--- src/rtl/bt_pkg.sv ---
package bt_pkg;
  localparam int CYC_W = 16;
  typedef logic [CYC_W-1:0] cyc_t;

  function automatic cyc_t cyc_max(input cyc_t a, input cyc_t b);
    return (a > b) ? a : b;
  endfunction
endpackage

--- src/rtl/bt_bank_slot.sv ---
module bt_bank_slot
  import bt_pkg::*;
#(
  parameter int   BANK_W = 4,
  parameter int   GRP_W  = 2,
  parameter int   IDX    = 0,
  parameter int   MY_GRP = 0,
  parameter bit   GRP_EN = 1'b1,
  parameter cyc_t RAS    = '0,
  parameter cyc_t RCD    = '0,
  parameter cyc_t RRD    = '0,
  parameter cyc_t RRD_L  = '0,
  parameter cyc_t PPD    = '0,
  parameter cyc_t RP     = '0
) (
  input  logic              clk_i,
  input  logic              rst_ni,
  input  logic              act_vld_i,
  input  logic [BANK_W-1:0] act_bank_i,
  input  logic [GRP_W-1:0]  act_grp_i,
  input  cyc_t              act_cyc_i,
  input  logic              pre_vld_i,
  input  logic [BANK_W-1:0] pre_bank_i,
  input  logic              pre_expl_i,
  input  cyc_t              pre_cyc_i,
  output cyc_t              act_ok_o,
  output cyc_t              pre_ok_o,
  output cyc_t              col_ok_o
);
  cyc_t act_q, pre_q, col_q;
  cyc_t act_n, pre_n, col_n;
  logic act_hit, pre_hit, grp_hit;

  assign act_hit = act_vld_i && (act_bank_i == BANK_W'(IDX));
  assign pre_hit = pre_vld_i && (pre_bank_i == BANK_W'(IDX));
  assign grp_hit = GRP_EN && (act_grp_i == GRP_W'(MY_GRP));

  always_comb begin
    act_n = act_q;
    pre_n = pre_q;
    col_n = col_q;
    if (act_vld_i) act_n = cyc_max(act_n, act_cyc_i + (grp_hit ? RRD_L : RRD));
    if (pre_hit)   act_n = cyc_max(act_n, pre_cyc_i + RP);
    if (act_hit) begin
      pre_n = cyc_max(pre_n, act_cyc_i + RAS);
      col_n = cyc_max(col_n, act_cyc_i + RCD);
    end
    // only explicit precharges space the rank's precharges
    if (pre_vld_i && pre_expl_i) pre_n = cyc_max(pre_n, pre_cyc_i + PPD);
  end

  always_ff @(posedge clk_i or negedge rst_ni) begin
    if (!rst_ni) begin
      act_q <= '0;
      pre_q <= '0;
      col_q <= '0;
    end else begin
      act_q <= act_n;
      pre_q <= pre_n;
      col_q <= col_n;
    end
  end

  assign act_ok_o = act_q;
  assign pre_ok_o = pre_q;
  assign col_ok_o = col_q;
endmodule

--- src/rtl/bt_act_window.sv ---
module bt_act_window
  import bt_pkg::*;
#(
  parameter int   ACT_LIMIT = 4,
  parameter cyc_t XAW       = '0
) (
  input  logic clk_i,
  input  logic rst_ni,
  input  logic act_vld_i,
  input  cyc_t act_cyc_i,
  output cyc_t win_o,
  output logic err_o
);
  cyc_t hist_q [ACT_LIMIT];
  logic err_q;
  logic full;
  logic viol;

  assign full  = (hist_q[ACT_LIMIT-1] != '0);
  assign win_o = full ? hist_q[ACT_LIMIT-1] + XAW : '0;
  assign viol  = act_vld_i && full && (act_cyc_i < win_o);

  always_ff @(posedge clk_i or negedge rst_ni) begin
    if (!rst_ni) hist_q[0] <= '0;
    else if (act_vld_i) hist_q[0] <= act_cyc_i;
  end

  for (genvar i = 1; i < ACT_LIMIT; i++) begin : g_shift
    always_ff @(posedge clk_i or negedge rst_ni) begin
      if (!rst_ni) hist_q[i] <= '0;
      else if (act_vld_i) hist_q[i] <= hist_q[i-1];
    end
  end

  always_ff @(posedge clk_i or negedge rst_ni) begin
    if (!rst_ni) err_q <= 1'b0;
    else if (viol) err_q <= 1'b1;
  end

  assign err_o = err_q;
endmodule

--- src/rtl/bt_timing_tracker.sv ---
module bt_timing_tracker
  import bt_pkg::*;
#(
  parameter int NUM_BANKS  = 16,
  parameter int NUM_GROUPS = 4,
  parameter int T_RAS      = 30,
  parameter int T_RCD      = 13,
  parameter int T_RRD      = 4,
  parameter int T_RRD_L    = 6,
  parameter int T_XAW      = 20,
  parameter int T_PPD      = 2,
  parameter int T_RP       = 13,
  parameter int ACT_LIMIT  = 4,
  localparam int BANK_W    = (NUM_BANKS > 1) ? $clog2(NUM_BANKS) : 1,
  localparam int GRP_W     = (NUM_GROUPS > 1) ? $clog2(NUM_GROUPS) : 1,
  localparam int BUS_W     = NUM_BANKS * CYC_W
) (
  input  logic              clk_i,
  input  logic              rst_ni,
  input  logic              act_vld_i,
  input  logic [BANK_W-1:0] act_bank_i,
  input  logic [GRP_W-1:0]  act_grp_i,
  input  logic [CYC_W-1:0]  act_cyc_i,
  input  logic              pre_vld_i,
  input  logic [BANK_W-1:0] pre_bank_i,
  input  logic              pre_expl_i,
  input  logic [CYC_W-1:0]  pre_cyc_i,
  output logic [BUS_W-1:0]  act_ok_o,
  output logic [BUS_W-1:0]  pre_ok_o,
  output logic [BUS_W-1:0]  col_ok_o,
  output logic [CYC_W-1:0]  act_win_o,
  output logic              win_err_o
);
  localparam bit GRP_EN        = (NUM_GROUPS > 0);
  localparam int BANKS_PER_GRP = GRP_EN ? NUM_BANKS / NUM_GROUPS : NUM_BANKS;

  for (genvar b = 0; b < NUM_BANKS; b++) begin : g_bank
    bt_bank_slot #(
      .BANK_W (BANK_W),
      .GRP_W  (GRP_W),
      .IDX    (b),
      .MY_GRP (b / BANKS_PER_GRP),
      .GRP_EN (GRP_EN),
      .RAS    (cyc_t'(T_RAS)),
      .RCD    (cyc_t'(T_RCD)),
      .RRD    (cyc_t'(T_RRD)),
      .RRD_L  (cyc_t'(GRP_EN ? T_RRD_L : T_RRD)),
      .PPD    (cyc_t'(T_PPD)),
      .RP     (cyc_t'(T_RP))
    ) u_slot (
      .clk_i      (clk_i),
      .rst_ni     (rst_ni),
      .act_vld_i  (act_vld_i),
      .act_bank_i (act_bank_i),
      .act_grp_i  (act_grp_i),
      .act_cyc_i  (act_cyc_i),
      .pre_vld_i  (pre_vld_i),
      .pre_bank_i (pre_bank_i),
      .pre_expl_i (pre_expl_i),
      .pre_cyc_i  (pre_cyc_i),
      .act_ok_o   (act_ok_o[b*CYC_W +: CYC_W]),
      .pre_ok_o   (pre_ok_o[b*CYC_W +: CYC_W]),
      .col_ok_o   (col_ok_o[b*CYC_W +: CYC_W])
    );
  end

  bt_act_window #(
    .ACT_LIMIT (ACT_LIMIT),
    .XAW       (cyc_t'(T_XAW))
  ) u_win (
    .clk_i     (clk_i),
    .rst_ni    (rst_ni),
    .act_vld_i (act_vld_i),
    .act_cyc_i (act_cyc_i),
    .win_o     (act_win_o),
    .err_o     (win_err_o)
  );
endmodule

--- config.mk ---
export PLATFORM = sky130hd
export DESIGN_NAME = bt_timing_tracker
export DESIGN_NICKNAME = d
export VERILOG_FILES = /design/src/rtl/bt_pkg.sv /design/src/rtl/bt_bank_slot.sv /design/src/rtl/bt_act_window.sv /design/src/rtl/bt_timing_tracker.sv
export SDC_FILE = /design/constraint.sdc
export NUM_CORES = 2
export LEC_CHECK = 0
export BUFFER_PORTS_ARGS = -buffer_cell sky130_fd_sc_hd__buf_2
export CELL_PAD_IN_SITES_DETAIL_PLACEMENT = 1
export CELL_PAD_IN_SITES_GLOBAL_PLACEMENT = 1
export CORE_ASPECT_RATIO = 0.7
export CORE_MARGIN = 3
export CORE_UTILIZATION = 25
export DETAILED_ROUTE_END_ITERATION = 10
export PLACE_DENSITY = 0.55
export SETUP_SLACK_MARGIN = 0.1
export SLEW_MARGIN = 20
export SYNTH_ARGS = -nofsm -noshare
export SYNTH_HDL_FRONTEND = slang
export SYNTH_SLANG_ARGS = --single-unit
--- constraint.sdc ---
create_clock -name clk_i -period 5.7 [get_ports clk_i]
set_input_delay 1.14 -clock clk_i [delete_from_list [all_inputs] [get_ports clk_i]]
set_output_delay 1.14 -clock clk_i [all_outputs]
set_load 0.05 [all_outputs]
==> metrics.md <==
| Metric | Value |
|---|---|
| Post-synth top flop | `dfrtp_1` |
| Routability cong. | `0.979` |
| CTS tree | `built` |
| Syn. warnings | `0` |
| RSZ-0062 raised after global routing | `yes` |
| Largest net degree at the start of global routing | `92` |
| Net switching power | `0.0318 W` |
| Placed inst area | `90400 um2` |
| Post-synth ARST share | `100%` |
| Num CTS Buffers | `109` |
| TritonRoute pass-1 iters | `5` |
| H-tree Lvls | `3` |
| Total I/O pin count | `832` |
| Worst setup margin | `-319 ps` |
| Vias in the first global route | `70402` |
| WP data required | `6340 ps` |
| Crit path DAT | `6660 ps` |
| Setup slack, reg-to-reg | `780 ps` |
| Starting Density | `25.2%` |
| Final Instance Area | `101000 um2` |
| Max_slew headroom | `22.4%` |
| Hold Vio Cnt, Final | `0` |
| Max incr delay on CP | `350 ps` |
| CP max stage cell | `or3_4` |
| CP endpoint kind | `flip-flop` |
| DRC viols | `0` |
| Share of layout cells above drive strength 1 | `40.6%` |
| Clk_skew | `59.5 ps` |
| Post-Synthesis Cells | `6914` |
| Reg2Reg Depth | `22` |
| Sequential cell area fraction in the yosys report | `29.9%` |
| FF+latch count, synth | `833` |
| Power share of the combinational group | `65.9%` |
| Slew Viols, Final | `0` |
| Critical Setup Path Class | `in2reg` |
| Total grt overflow | `0` |
| Failing checks | `negative setup slack` |
| Die extent in y | `448 um` |
| Clock latency on the worst-skew pair | `800 ps` |
| EDFF count, synth | `0` |
| CTS Root Cell | `clkbuf_16` |
| Status | `finished, violations left` |
| Hold Crit Class | `in2async` |
| Syn Nets | `8227` |
| Vias per std cell | `5.28` |
| Max clock buf depth | `3` |
| Gr usage total | `27.2%` |
| Synth Cell Area | `69700 um2` |
| Clk network pwr share | `12.8%` |
| Rows | `161` |
| P&R area growth vs syn | `45.0%` |
| Sequential share of power | `21.3%` |
| Clock-pin slew on the worst setup and hold paths | `60 ps` |
| Most frequent cells in the layout | `buf_4 (1150), ha_1 (1106), dfrtp_1 (833)` |
| Fillers | `30691` |
| CTS Sinks | `833` |
| Wirelength, routed | `402000 um` |
| Min Tclk post-route | `6020 ps` |
| Die Wd | `637 um` |
| First-pass GRT wire length | `553000 um` |
| Wirelength per Cell | `31.4 um` |
| Placed insts | `12320` |
| Avg Synthesized Cell Area | `10.1 um2` |
| Critical Path Start Type | `input port` |
| Number of hold buffers added after cts | `0` |
| ANT nets after route | `0` |
| Final std cells w/o fill | `12794` |
| Maximum vdd drop | `0.000403 V` |
| Max Freq | `0.166 GHz` |
| Vias post-DR | `67557` |
| Reg2reg end | `g_bank[9].u_slot.act_ok_o[12]` |
| Fin Setup TNS | `-28340 ps` |
| RR Startpoint | `g_bank[9].u_slot.act_ok_o[6]` |
| Final setup fails | `232` |
| Total Nets Final | `10331` |
| Post-DP HPWL | `310000 um` |
| Max_cap viols | `0` |
| CP max FO | `5` |
| Hold slack | `407 ps` |
| Initial antenna violation count | `44` |
| Commonest non-fill, non-tap cell in the layout | `buf_4` |
| DRT iter0 DRCs | `4690` |
| Final period util | `106%` |
| Internal Power | `0.0272 W` |
| Sw Share | `53.9%` |
| Pin slew with the least headroom to its limit | `1160 ps` |
| Port Buffers | `831` |
| Leak | `47.7 nW` |
| Post-synthesis cell type count | `87` |
| Die footprint | `285000 um2` |
| Power per Cell Area | `584 nW/um2` |
| Core area | `276000 um2` |
[critical path: cells and delay by family]
kind / cells / cell delay (ps)
simple gates: 10 / 1750
buf+inv: 13 / 1710
fa+ha+maj: 4 / 850
compound gates: 3 / 720
mux: 1 / 300
xor+xnor: 1 / 180
[cell families after synthesis]
logic type,count (synthesis),share of synthesized area [%]
flops,833,29.9
compound gates,1317,12.6
mux,1152,17.4
simple gates,1402,10.4
buf+inv,771,4.48
xor+xnor,155,2.19
fa+ha+maj,1284,23.0
[power by group through the flow]
stage / combinational, W / sequential, W / clock (W)
2_1_floorplan: 0.0142 / 0.0196 / 0
3_3_place_gp: 0.0347 / 0.0123 / 0
3_5_place_dp: 0.0359 / 0.0124 / 0
4_1_cts: 0.0376 / 0.0124 / 0.00777
5_1_grt: 0.0415 / 0.0128 / 0.00796
6_report: 0.0389 / 0.0126 / 0.00755
[cell usage after synthesis, types with 25 or more instances]
| cell | instances | share of area [%] |
|---|---|---|
| mux2_1 | 94 | 1.5 |
| a21oi_1 | 333 | 2.4 |
| and4_1 | 64 | 0.80 |
| mux2_2 | 399 | 6.5 |
| clkbuf_1 | 184 | 0.99 |
| a211oi_1 | 61 | 0.66 |
| o21ai_0 | 223 | 1.6 |
| inv_1 | 506 | 2.7 |
| nand3_1 | 125 | 0.90 |
| a211o_1 | 26 | 0.33 |
| o211ai_1 | 58 | 0.63 |
| nand2b_1 | 29 | 0.26 |
| nand4_1 | 214 | 1.9 |
| o2111ai_1 | 25 | 0.31 |
| o21a_1 | 163 | 1.8 |
| nor3_1 | 94 | 0.68 |
| ha_1 | 1266 | 23 |
| a21o_1 | 178 | 1.9 |
| mux2i_1 | 658 | 9.5 |
| dfrtp_1 | 833 | 30 |
| and2_1 | 28 | 0.25 |
| buf_2 | 35 | 0.25 |
| xnor2_1 | 85 | 1.1 |
| nor2b_1 | 128 | 1.1 |
| nor2_1 | 353 | 1.9 |
| a221oi_1 | 44 | 0.55 |
| nand2_1 | 253 | 1.4 |
| xor2_1 | 57 | 0.72 |
[registers in the layout (all words and copies together) (netlist names)]
register and flops:
g_bank.u_slot.act_ok_o 256, u_win.err_o 1, u_win.hist_q 64, g_bank.u_slot.pre_ok_o 256, g_bank.u_slot.col_ok_o 256
[what timing repair did]
action,in CTS,in global routing
setup endpoints to repair,512,529
gates resized for setup,515,349
pin swaps,219,171
cloned,28,1
endpoints found under the hold margin,0,0
setup buffers,151,83
[worst max-delay path by stage]
stage / slack (ps) / cells after the start / start / end
final: -320 / 32 / act_grp_i[1] / g_bank[9].u_slot.act_ok_o[12]
after global routing: -420 / 32 / act_grp_i[1] / g_bank[9].u_slot.act_ok_o[12]
after CTS: -130 / 33 / act_grp_i[1] / g_bank[5].u_slot.act_ok_o[15]
after detailed placement: -1490 / 28 / act_cyc_i[1] / g_bank[1].u_slot.act_ok_o[6]
after global placement: -1260 / 28 / act_cyc_i[1] / g_bank[1].u_slot.act_ok_o[13]
after floorplan: -650 / 25 / act_cyc_i[9] / g_bank[5].u_slot.act_ok_o[1]
[per-stage QoR]
| stage | power, W | setup WS (ps) | utilization [%] |
|---|---|---|---|
| 2_1_floorplan | 0.0338 | -652 | - |
| 3_3_place_gp | 0.0470 | -1260 | 32.7 |
| 3_5_place_dp | 0.0482 | -1490 | 32.7 |
| 4_1_cts | 0.0577 | -133 | 35.7 |
| 5_1_grt | 0.0623 | -424 | 36.6 |
| 6_report | 0.0590 | -319 | 36.6 |
[final cells by class]
cell class	instances	area [um2]	area share [%]
sequential	833	20800	20.6
clock inverter	57	787	0.779
multi-input combinational	5311	52000	51.5
antenna	22	55.1	0.0545
inverter	507	1990	1.97
timing repair buffer	2255	17700	17.6
tap	3667	4590	4.54
clock buffer	141	3000	2.97
timing repair inverter	1	11.3	0.0111
[layer usage]
layer	GRT usage (%)	wire, um	vias up
met4	17.0	29700	2
met2	41.7	175000	2159
met5	0.355	143	-
li1	-	-	29894
met1	35.7	175000	34799
met3	4.15	22000	703
No activity file was read; power rests on OpenSTA's default activity.
